File: src/rtl/gpio_pad_pkg.sv
package gpio_pad_pkg;

    localparam int WORD_W   = 32;
    localparam int TRIG_LSB = 22;
    localparam int TRIG_W   = 4;

    localparam logic [TRIG_W-1:0] TRIG_LEVEL = 4'd0;
    localparam logic [TRIG_W-1:0] TRIG_RISE  = 4'd1;

    typedef struct packed {
        logic [TRIG_W-1:0] trig;
        logic              rx_off;
        logic              tx_off;
        logic              drive;
    } pad_cfg_t;

    typedef enum logic [2:0] {
        RG_PAD,
        RG_STATUS,
        RG_ENABLE,
        RG_LOCK,
        RG_NONE
    } region_e;

    function automatic pad_cfg_t cfg_from_word(input logic [WORD_W-1:0] w);
        pad_cfg_t c;
        c.drive  = w[0];
        c.tx_off = w[3];
        c.rx_off = w[4];
        c.trig   = w[TRIG_LSB +: TRIG_W];
        return c;
    endfunction

    function automatic logic [WORD_W-1:0] word_from_cfg(input pad_cfg_t c, input logic lvl);
        logic [WORD_W-1:0] w;
        w = '0;
        w[0] = c.drive;
        w[1] = lvl;
        w[3] = c.tx_off;
        w[4] = c.rx_off;
        w[TRIG_LSB +: TRIG_W] = c.trig;
        return w;
    endfunction

endpackage

File: src/rtl/gpio_pad_line.sv
module gpio_pad_line
    import gpio_pad_pkg::*;
(
    input  logic              clk,
    input  logic              rst,
    input  logic              pin,
    input  logic              wr_en,
    input  logic [WORD_W-1:0] wdata,
    output pad_cfg_t          cfg,
    output logic              level,
    output logic              hit
);

    logic meta_q, sync_q, prev_q;
    pad_cfg_t cfg_q;

    always_ff @(posedge clk) begin
        if (rst) begin
            meta_q <= 1'b0;
            sync_q <= 1'b0;
            prev_q <= 1'b0;
            cfg_q  <= '0;
        end else begin
            meta_q <= pin;
            sync_q <= meta_q;
            prev_q <= sync_q;
            if (wr_en) cfg_q <= cfg_from_word(wdata);
        end
    end

    always_comb begin
        hit = 1'b0;
        if (!cfg_q.rx_off) begin
            if (cfg_q.trig == TRIG_RISE)  hit = sync_q && !prev_q;
            if (cfg_q.trig == TRIG_LEVEL) hit = sync_q;
        end
    end

    assign cfg   = cfg_q;
    assign level = sync_q;

endmodule

File: src/rtl/gpio_irq_word.sv
module gpio_irq_word
    import gpio_pad_pkg::*;
(
    input  logic              clk,
    input  logic              rst,
    input  logic [WORD_W-1:0] hit,
    input  logic              st_wr,
    input  logic              en_wr,
    input  logic [WORD_W-1:0] wdata,
    output logic [WORD_W-1:0] status,
    output logic [WORD_W-1:0] enable,
    output logic              any
);

    logic [WORD_W-1:0] status_q, enable_q;

    always_ff @(posedge clk) begin
        if (rst) begin
            status_q <= '0;
            enable_q <= '0;
        end else begin
            status_q <= (st_wr ? (status_q & wdata) : status_q) | hit;
            if (en_wr) enable_q <= wdata;
        end
    end

    assign status = status_q;
    assign enable = enable_q;
    assign any    = |(status_q & enable_q);

endmodule

File: src/rtl/gpio_pad_ctrl.sv
module gpio_pad_ctrl
    import gpio_pad_pkg::*;
#(
    parameter int NUM_LINES = 128,
    parameter int ADDR_W    = 8
)(
    input  logic                 clk,
    input  logic                 rst,
    input  logic [NUM_LINES-1:0] lock_strap,
    input  logic                 bus_valid,
    input  logic                 bus_write,
    input  logic [ADDR_W-1:0]    bus_addr,
    input  logic [WORD_W-1:0]    bus_wdata,
    output logic [WORD_W-1:0]    bus_rdata,
    input  logic [NUM_LINES-1:0] pad_in,
    output logic [NUM_LINES-1:0] pad_out,
    output logic [NUM_LINES-1:0] pad_oe,
    output logic                 irq
);

    localparam int NUM_WORDS  = NUM_LINES / WORD_W;
    localparam int LINE_IDX_W = $clog2(NUM_LINES);
    localparam int WORD_IDX_W = $clog2(NUM_WORDS);
    localparam logic [ADDR_W-1:0] PAD_END  = ADDR_W'(NUM_LINES);
    localparam logic [ADDR_W-1:0] ST_END   = ADDR_W'(NUM_WORDS);
    localparam logic [ADDR_W-1:0] EN_END   = ADDR_W'(2 * NUM_WORDS);
    localparam logic [ADDR_W-1:0] LOCK_END = ADDR_W'(3 * NUM_WORDS);

    region_e                 region;
    logic [ADDR_W-1:0]       off;
    logic [LINE_IDX_W-1:0]   line_idx;
    logic [WORD_IDX_W-1:0]   word_idx;
    logic                    wr;

    pad_cfg_t                cfg_arr [NUM_LINES];
    logic [NUM_LINES-1:0]    level_all, hit_all, lock_q;
    logic [NUM_LINES-1:0]    status_all, enable_all;
    logic [NUM_WORDS-1:0]    word_any;
    logic [WORD_W-1:0]       rdata_q, rdata_d;

    always_comb begin
        off      = bus_addr - PAD_END;
        line_idx = bus_addr[LINE_IDX_W-1:0];
        word_idx = off[WORD_IDX_W-1:0];
        if (bus_addr < PAD_END)  region = RG_PAD;
        else if (off < ST_END)   region = RG_STATUS;
        else if (off < EN_END)   region = RG_ENABLE;
        else if (off < LOCK_END) region = RG_LOCK;
        else                     region = RG_NONE;
    end

    assign wr = bus_valid && bus_write;

    always_ff @(posedge clk) begin
        if (rst) lock_q <= lock_strap;
    end

    for (genvar i = 0; i < NUM_LINES; i++) begin : g_line
        logic line_wr;
        assign line_wr = wr && (region == RG_PAD) &&
                         (line_idx == LINE_IDX_W'(i)) && !lock_q[i];
        gpio_pad_line u_line (
            .clk   (clk),
            .rst   (rst),
            .pin   (pad_in[i]),
            .wr_en (line_wr),
            .wdata (bus_wdata),
            .cfg   (cfg_arr[i]),
            .level (level_all[i]),
            .hit   (hit_all[i])
        );
        assign pad_out[i] = cfg_arr[i].drive;
        assign pad_oe[i]  = !cfg_arr[i].tx_off;
    end

    for (genvar w = 0; w < NUM_WORDS; w++) begin : g_word
        logic sel;
        assign sel = (word_idx == WORD_IDX_W'(w));
        gpio_irq_word u_word (
            .clk    (clk),
            .rst    (rst),
            .hit    (hit_all[w*WORD_W +: WORD_W]),
            .st_wr  (wr && sel && (region == RG_STATUS)),
            .en_wr  (wr && sel && (region == RG_ENABLE)),
            .wdata  (bus_wdata),
            .status (status_all[w*WORD_W +: WORD_W]),
            .enable (enable_all[w*WORD_W +: WORD_W]),
            .any    (word_any[w])
        );
    end

    always_comb begin
        unique case (region)
            RG_PAD:    rdata_d = word_from_cfg(cfg_arr[line_idx], level_all[line_idx]);
            RG_STATUS: rdata_d = status_all[word_idx*WORD_W +: WORD_W];
            RG_ENABLE: rdata_d = enable_all[word_idx*WORD_W +: WORD_W];
            RG_LOCK:   rdata_d = lock_q[word_idx*WORD_W +: WORD_W];
            default:   rdata_d = '0;
        endcase
    end

    always_ff @(posedge clk) begin
        if (rst)                         rdata_q <= '0;
        else if (bus_valid && !bus_write) rdata_q <= rdata_d;
    end

    assign bus_rdata = rdata_q;
    assign irq       = |word_any;

endmodule

File: config.mk
export PLATFORM = sky130hd
export DESIGN_NAME = gpio_pad_ctrl
export DESIGN_NICKNAME = d
export VERILOG_FILES = /design/src/rtl/gpio_pad_pkg.sv /design/src/rtl/gpio_pad_line.sv /design/src/rtl/gpio_irq_word.sv /design/src/rtl/gpio_pad_ctrl.sv
export SDC_FILE = /design/constraint.sdc
export NUM_CORES = 2
export LEC_CHECK = 0
export CORE_MARGIN = 4
export CORE_UTILIZATION = 25
export DETAILED_ROUTE_END_ITERATION = 10
export HOLD_SLACK_MARGIN = 0.03
export SLEW_MARGIN = 20
export SYNTH_ARGS = -nofsm -noshare
export SYNTH_HDL_FRONTEND = slang
export SYNTH_SLANG_ARGS = --single-unit
File: constraint.sdc
create_clock -name clk -period 3.3 [get_ports clk]
set_input_delay 0.66 -clock clk [delete_from_list [all_inputs] [get_ports clk]]
set_output_delay 0.66 -clock clk [all_outputs]
set_load 0.02 [all_outputs]
# Yosys cells after proc, flatten, opt, wreduce, memory -nomap -nowiden
# Cells that the tools add are included.
# W data, S select, Z words.
dict set report op_classes {
  n_eq_ne 261
  add_sub_neg 1
  n_div 0
  n_mux 398
  bitwise_logic 13
  n_lt_le_gt_ge 6
  shifts 3
  reduce_logical 916
  multipliers 0
}
# cell count
set op_table {}
lappend op_table {{$eq A4 B1 Y1 const B} 128}
lappend op_table {{$logic_not A4 Y1} 128}
lappend op_table {{$eq A7 B7 Y1 const B} 64}
lappend op_table {{$logic_and A1 B1 Y1} 399}
lappend op_table {{$logic_not A1 Y1} 385}
lappend op_table {{$mux W1} 385}
lappend op_table {{$shiftx A128 B8 Y32} 3}
lappend op_table {{$and A32 B32 Y32} 8}
lappend op_table {{$eq A7 B6 Y1 const B} 32}
lappend op_table {{$mux W32} 4}
lappend op_table {{$or A32 B32 Y32} 4}
lappend op_table {{$pmux W32 S4} 1}
lappend op_table {{$reduce_or A128 Y1} 1}
lappend op_table {{$eq A7 B5 Y1 const B} 16}
lappend op_table {{$eq A7 B4 Y1 const B} 8}
lappend op_table {{$bmux W7 S7} 1}
lappend op_table {{$eq A7 B3 Y1 const B} 4}
lappend op_table {{$lt A8 B4 Y1 const B} 2}
lappend op_table {{$eq A7 B2 Y1 const B} 2}
lappend op_table {{$mux W7} 2}
lappend op_table {{$mux W3} 4}
lappend op_table {{$ge A8 B8 Y1 const B} 1}
lappend op_table {{$lt A7 B8 Y1 const B} 1}
lappend op_table {{$lt A8 B3 Y1 const B} 1}
lappend op_table {{12 further kinds} 14}
dict set report word_totals {
  mem_count 0
  rom_bits 0
  regBits 1696
  ram_bits 0
  latch_bits 0
}

# Depth between registers and ports, before layout
dict set report logic_depth {
  ltp_word 10
  depth_mapped 12
}

# By module
# Synthesis repeated with hierarchy kept, for this count alone.
dict set report hier_totals {
  hier_cells 7409
  area_unflattened_um2 74500.2
}
# mod area_each_um2 n_inst cells_per_inst
set by_module_without_submodules {}
lappend by_module_without_submodules {gpio_pad_line 344.1 128 32}
lappend by_module_without_submodules {gpio_pad_ctrl 20788.7 1 2277}
lappend by_module_without_submodules {gpio_irq_word 2417.3 4 259}

# Worst setup path after synthesis
# OpenSTA, ideal clock, no wires.
dict set report synth_timing {
  path_type {in2reg}
  startpoint {input bus_addr[0]}
  endpoint {register rdata_q[4], in the netlist bus_rdata[4]}
  stages 9
  path_slack_ps 547
  setup_ps 126
  path_buffers 4
  arrival_ps 2627
  path_cell_list {buf_4 buf_4 buf_2 buf_4 mux4_2 a221oi_1 o21ai_0 nand4_1 o211ai_1}
}
dict set report synth_between {
  elab_chain_len 8
  elab_cells_between_ends 21
  classes_between {add/sub: 1; order compare: 4; eq/ne: 3; shift: 3; mux: 8; bitwise: 1; reduce/logical: 1}
}
# element line
set synth_rtl {}
lappend synth_rtl {{start, declared} gpio_pad_ctrl.sv:12} ;# input logic [ADDR_W-1:0] bus_addr,
lappend synth_rtl {{$sub A8 B8 Y8} gpio_pad_ctrl.sv:42} ;# off = bus_addr - PAD_END;
lappend synth_rtl {{$lt A8 B4 Y1} gpio_pad_ctrl.sv:48} ;# else if (off < LOCK_END) region = RG_LOCK;
lappend synth_rtl {{$mux W3} gpio_pad_ctrl.sv:48}
lappend synth_rtl {{$mux W3} gpio_pad_ctrl.sv:47} ;# else if (off < EN_END) region = RG_ENABLE;
lappend synth_rtl {{$mux W3} gpio_pad_ctrl.sv:46} ;# else if (off < ST_END) region = RG_STATUS;
lappend synth_rtl {{$mux W3} gpio_pad_ctrl.sv:45} ;# if (bus_addr < PAD_END) region = RG_PAD;
lappend synth_rtl {{$eq A3 B2 Y1, or another cell as far along} gpio_pad_ctrl.sv:93} ;# unique case (region)
lappend synth_rtl {{$pmux W32 S4 *} gpio_pad_ctrl.sv:93}
lappend synth_rtl {{end signal, assigned} gpio_pad_ctrl.sv:104} ;# else if (bus_valid && !bus_write) rdata_q <= rdata_d;
lappend synth_rtl {{end, declared} gpio_pad_ctrl.sv:39} ;# logic [WORD_W-1:0] rdata_q, rdata_d;
# Mark *: on every way between the ends. The rest lies on a longest branch, timed or not. The select of a mux whose other input is x is not followed.
# A chain may end at the register's enable or synchronous reset.

# Final worst setup path
dict set report layout_timing {
  startpoint {register g_word[2].u_word.status_q[5]}
  endpoint {output irq}
}
dict set report layout_between {
  elab_chain_len 2
}
# element line
set layout_rtl {}
lappend layout_rtl {{start, declared} gpio_irq_word.sv:15} ;# logic [WORD_W-1:0] status_q, enable_q;
lappend layout_rtl {{start signal, assigned} gpio_irq_word.sv:22} ;# status_q <= (st_wr ? (status_q & wdata) : status_q) | hit;
lappend layout_rtl {{$and A32 B32 Y32} gpio_irq_word.sv:29} ;# assign any = |(status_q & enable_q);
lappend layout_rtl {{$reduce_or A128 Y1} gpio_pad_ctrl.sv:108} ;# assign irq = |word_any;
lappend layout_rtl {{end, declared} gpio_pad_ctrl.sv:18} ;# output logic irq
# No other way between the ends.

==> flow_summary_export.csv <==
group,metric,value,unit
timing,final_max_slew_viol_count,0,
floorplan,num_rows,198,
synthesis,ys_seq_area_frac,0.479,
route,drtIter0Drc,9107,
synthesis,syn_nets,7645,
setup_path,crit_fanout,3,
timing,worst_pin_slew,1260,ps
clocking,numCtsBuffers,198,
hold_path,hold_depth,3,
clocking,htreeDepth,4,
setup_path,critPathLaunch,"g_word[2].u_word.status[5]",
timing,rsz0062_at_grt,"true",
run_status,outcome,"finished with violations",
finish,drive_above_1_share,0.185,
pwr,p_per_area,507,nW/um2
route,dr.pass1.iters,8,
clocking,hold_buffers,0,
route,num_vias,65213,
route,detail_route.wl_per_cell,32.6,um
synthesis,synth-async-reset-ratio,0,
synthesis,synth_edf_count,128,
global_route,grt_usage,0.253,
hold_path,hold_start,"bus_wdata[23]",
route,detail-route-antenna-nets,0,
floorplan,start_util,0.252,
timing,hold_violations,0,
setup_path,crit_chain,"a22o_1, a221oi_2, buf_4, nand4_1, buf_4, nor4_4, nand3_4, buf_6",
finish,fin_nets,8515,
finish,n_fill_cell,29561,
synthesis,synth_ff_type,"dfxtp_1",
synthesis,netlist_instances,7345,
finish,final_util,0.327,
timing,skew,73.7,ps
finish,ff_latch_area,35300,um2
setup_path,cp.arrival,2880,ps
setup_path,slowest_delay,350,ps
finish,multi_input_area,34800,um2
run_status,violations,"negative setup slack",
synthesis,yosysUniqueCellTypes,77,
timing,setup_viol,1,
global_route,grt_max_degree,182,
synthesis,synth-seq-cells,1696,
floorplan,fp.dieW,551,um
global_route,grt_pass1_wl,537000,um
timing,relSlewSlack,0.156,
setup_path,timing.rr.start,"g_line[23].u_line.cfg[0]",
pwr,peakVddDrop,0.481,mV
pwr,total_power,48.4,mW
global_route,antenna_found_initial,62,
floorplan,fp.dieH,551,um
setup_path,rrSetupSlack,800,ps
route,drc,0,
clocking,clock_sinks,1696,
clocking,cts_root_buffer,"clkbuf_16",
place,hpwl,309000,um
hold_path,hold_class,"input port to register",
setup_path,worstPathRequired,2640,ps
setup_path,crit_path_start_kind,"register",
setup_path,crit_type,"register to primary output",
place,gp_congestion,1.07,
synthesis,synth_largest_area_cell,"dfxtp_1",
clocking,clk_pin_slew_worst_paths,60,ps
clocking,clk_latency,920,ps
pwr,p_leak,32.3,nW
floorplan,coreArea,292000,um2
setup_path,slowest_stage,"dfxtp_4",
timing,max_freq,282,MHz
synthesis,yosys_warnings,0,
route,wl,401000,um
hold_path,min_to,"g_line[108].u_line.cfg[4]",
synthesis,avgSynthCellArea,10.0,um2
timing,final.min_clock_period,3540,ps
setup_path,worstRegToRegCells,8,
setup_path,crit_top_cell,"buf_4",
global_route,grt_overflow,0,
synthesis,synth_top_cell_area_share,0.427,
floorplan,ioPinCount,589,
synthesis,synthTopCellsByArea,"dfxtp_1, mux2i_1, mux4_2",
route,vias_per_cell,5.30,
job,maxCapViolations,0,
setup_path,worst_setup_path_end_kind,"primary output",
global_route,grt_pass1_vias,62838,
timing,post-route-period-util,1.07,
timing,final.setup.worst_slack,-243,ps
timing,fin_hold_ws,128,ps
clocking,cts_tree,"done",
floorplan,die-area,303000,um2
clocking,clk_path_buf_depth,4,
place,port_buffers,588,
finish,area_delta_synth_final,29.9,%
synthesis,syn_area,73600,um2
setup_path,reg2reg_to,"bus_rdata[0]",
==> through the flow <==
step	std cells	setup TNS, ps	worst slack (ps)	instance area, um2
after detailed placement	11913	-5490	-464	88600
after floorplan	7345	0	547	73600
after global placement	11913	-4740	-584	88600
after global routing	12283	-232	-232	95500
after CTS	12278	-324	-324	95400
final	12299	-243	-243	95600
==> cell usage in the layout, fill, tap and decap left out, types with 18 or more instances in the layout <==
cell and n:
inv_1 140, clkdlybuf4s50_1 574, buf_12 154, a2111oi_0 20
nand4_1 20, a221o_1 35, o21ai_0 244, nand2b_1 45
nor3_2 128, a22oi_1 60, nor2_1 959, dfxtp_1 1546
o211ai_1 26, nand3_1 167, o31ai_1 22, mux2i_1 986
clkbuf_16 200, nand2_1 570, nor2b_1 394, o22ai_1 34
nor4_1 132, clkbuf_8 23, a221oi_1 59, buf_4 603
clkbuf_1 38, nor3_1 57, edfxtp_1 128, a21oi_1 348
a22o_1 28, mux4_2 232, bufinv_16 18, clkinv_2 36
diode_2 21
==> registers in the layout, summed over array words and instances, names as in the netlist <==
name                  count
lock_q                  128
g_line.u_line.cfg       896
g_line.u_line.prev_q    128
g_line.u_line.meta_q    128
bus_rdata                32
g_word.u_word.enable    128
g_line.u_line.level     128
g_word.u_word.status    128
==> report_power, final <==
group	total (mW)	switching, mW	leakage (nW)	internal (mW)
sequential	22.0	0.801	14.0	21.2
combinational	3.78	2.40	15.1	1.38
clock	22.7	9.58	3.22	13.1
total	48.4	12.8	32.3	35.7
==> logic make-up (layout without fill, tap and decap cells) <==
logic type,Yosys count,count (layout),share of synthesized area
multiplexers,1231,1231,0.207
AND/OR/NAND/NOR,2557,2557,0.170
other,0,21,0
buffers and inverters,809,1842,0.0517
AO/OA/AOI/OAI,1052,1052,0.0922
flip-flops,1696,1696,0.479
==> Yosys cell counts, types with 11 or more instances <==
cell	number
a22oi_1	61
nor2b_1	397
o2111ai_1	16
nand2_1	570
dfxtp_1	1568
edfxtp_1	128
a2111oi_0	20
o221ai_1	11
o22a_1	12
o211ai_1	26
nor2_1	960
nand2b_1	45
inv_1	141
a211oi_1	16
mux2_2	13
and3_1	14
buf_1	63
buf_4	145
nand3_1	168
o31ai_1	22
a221oi_1	74
mux4_2	232
buf_2	118
nor3_1	58
o22ai_1	34
a21oi_1	348
a22o_1	32
nand4_1	20
a31oi_1	16
mux2i_1	986
nor3_2	127
o21ai_0	245
clkbuf_1	331
a221o_1	35
nor4_1	135
nand2_2	17
==> metal layers <==
layer | share of wire | track usage | vias to the layer above
met1 | 0.40 | 0.328 | 32635
met2 | 0.41 | 0.365 | 3928
met3 | 0.10 | 0.0726 | 1001
li1 | - | - | 27627
met4 | 0.080 | 0.168 | 22
met5 | 0.00040 | 0 | -
==> worst max path at each step <==
stage / endpoint / slack (ps) / cells after the start
6_report: irq / -240 / 8
5_1_grt: irq / -230 / 7
4_1_cts: irq / -320 / 9
3_5_place_dp: bus_rdata[12] / -460 / 11
3_3_place_gp: bus_rdata[12] / -580 / 11
2_1_floorplan: bus_rdata[4] / 550 / 9
==> layout make-up <==
class,instances,area share
clock inverter,103,0.0123
multi-input combinational,4840,0.364
inverter,142,0.00563
antenna,21,0.000550
timing repair buffer,1337,0.141
tap,3900,0.0511
sequential,1696,0.369
clock buffer,260,0.0570
==> worst max-delay path: cells and delay by family (launching register included) <==
family | cells | cell delay (ps)
AOI/OAI and AO/OA | 2 | 460
and+or+nand+nor | 3 | 610
DFF | 1 | 350
buffers and inverters | 3 | 580
==> what timing repair did <==
action | CTS | global route
gates cloned | 0 | 0
setup buffers | 2 | 1
resized for setup | 34 | 29
setup endpoints to repair | 1 | 1
pin swaps | 6 | 11
No activity file was read; power rests on OpenSTA's default activity.
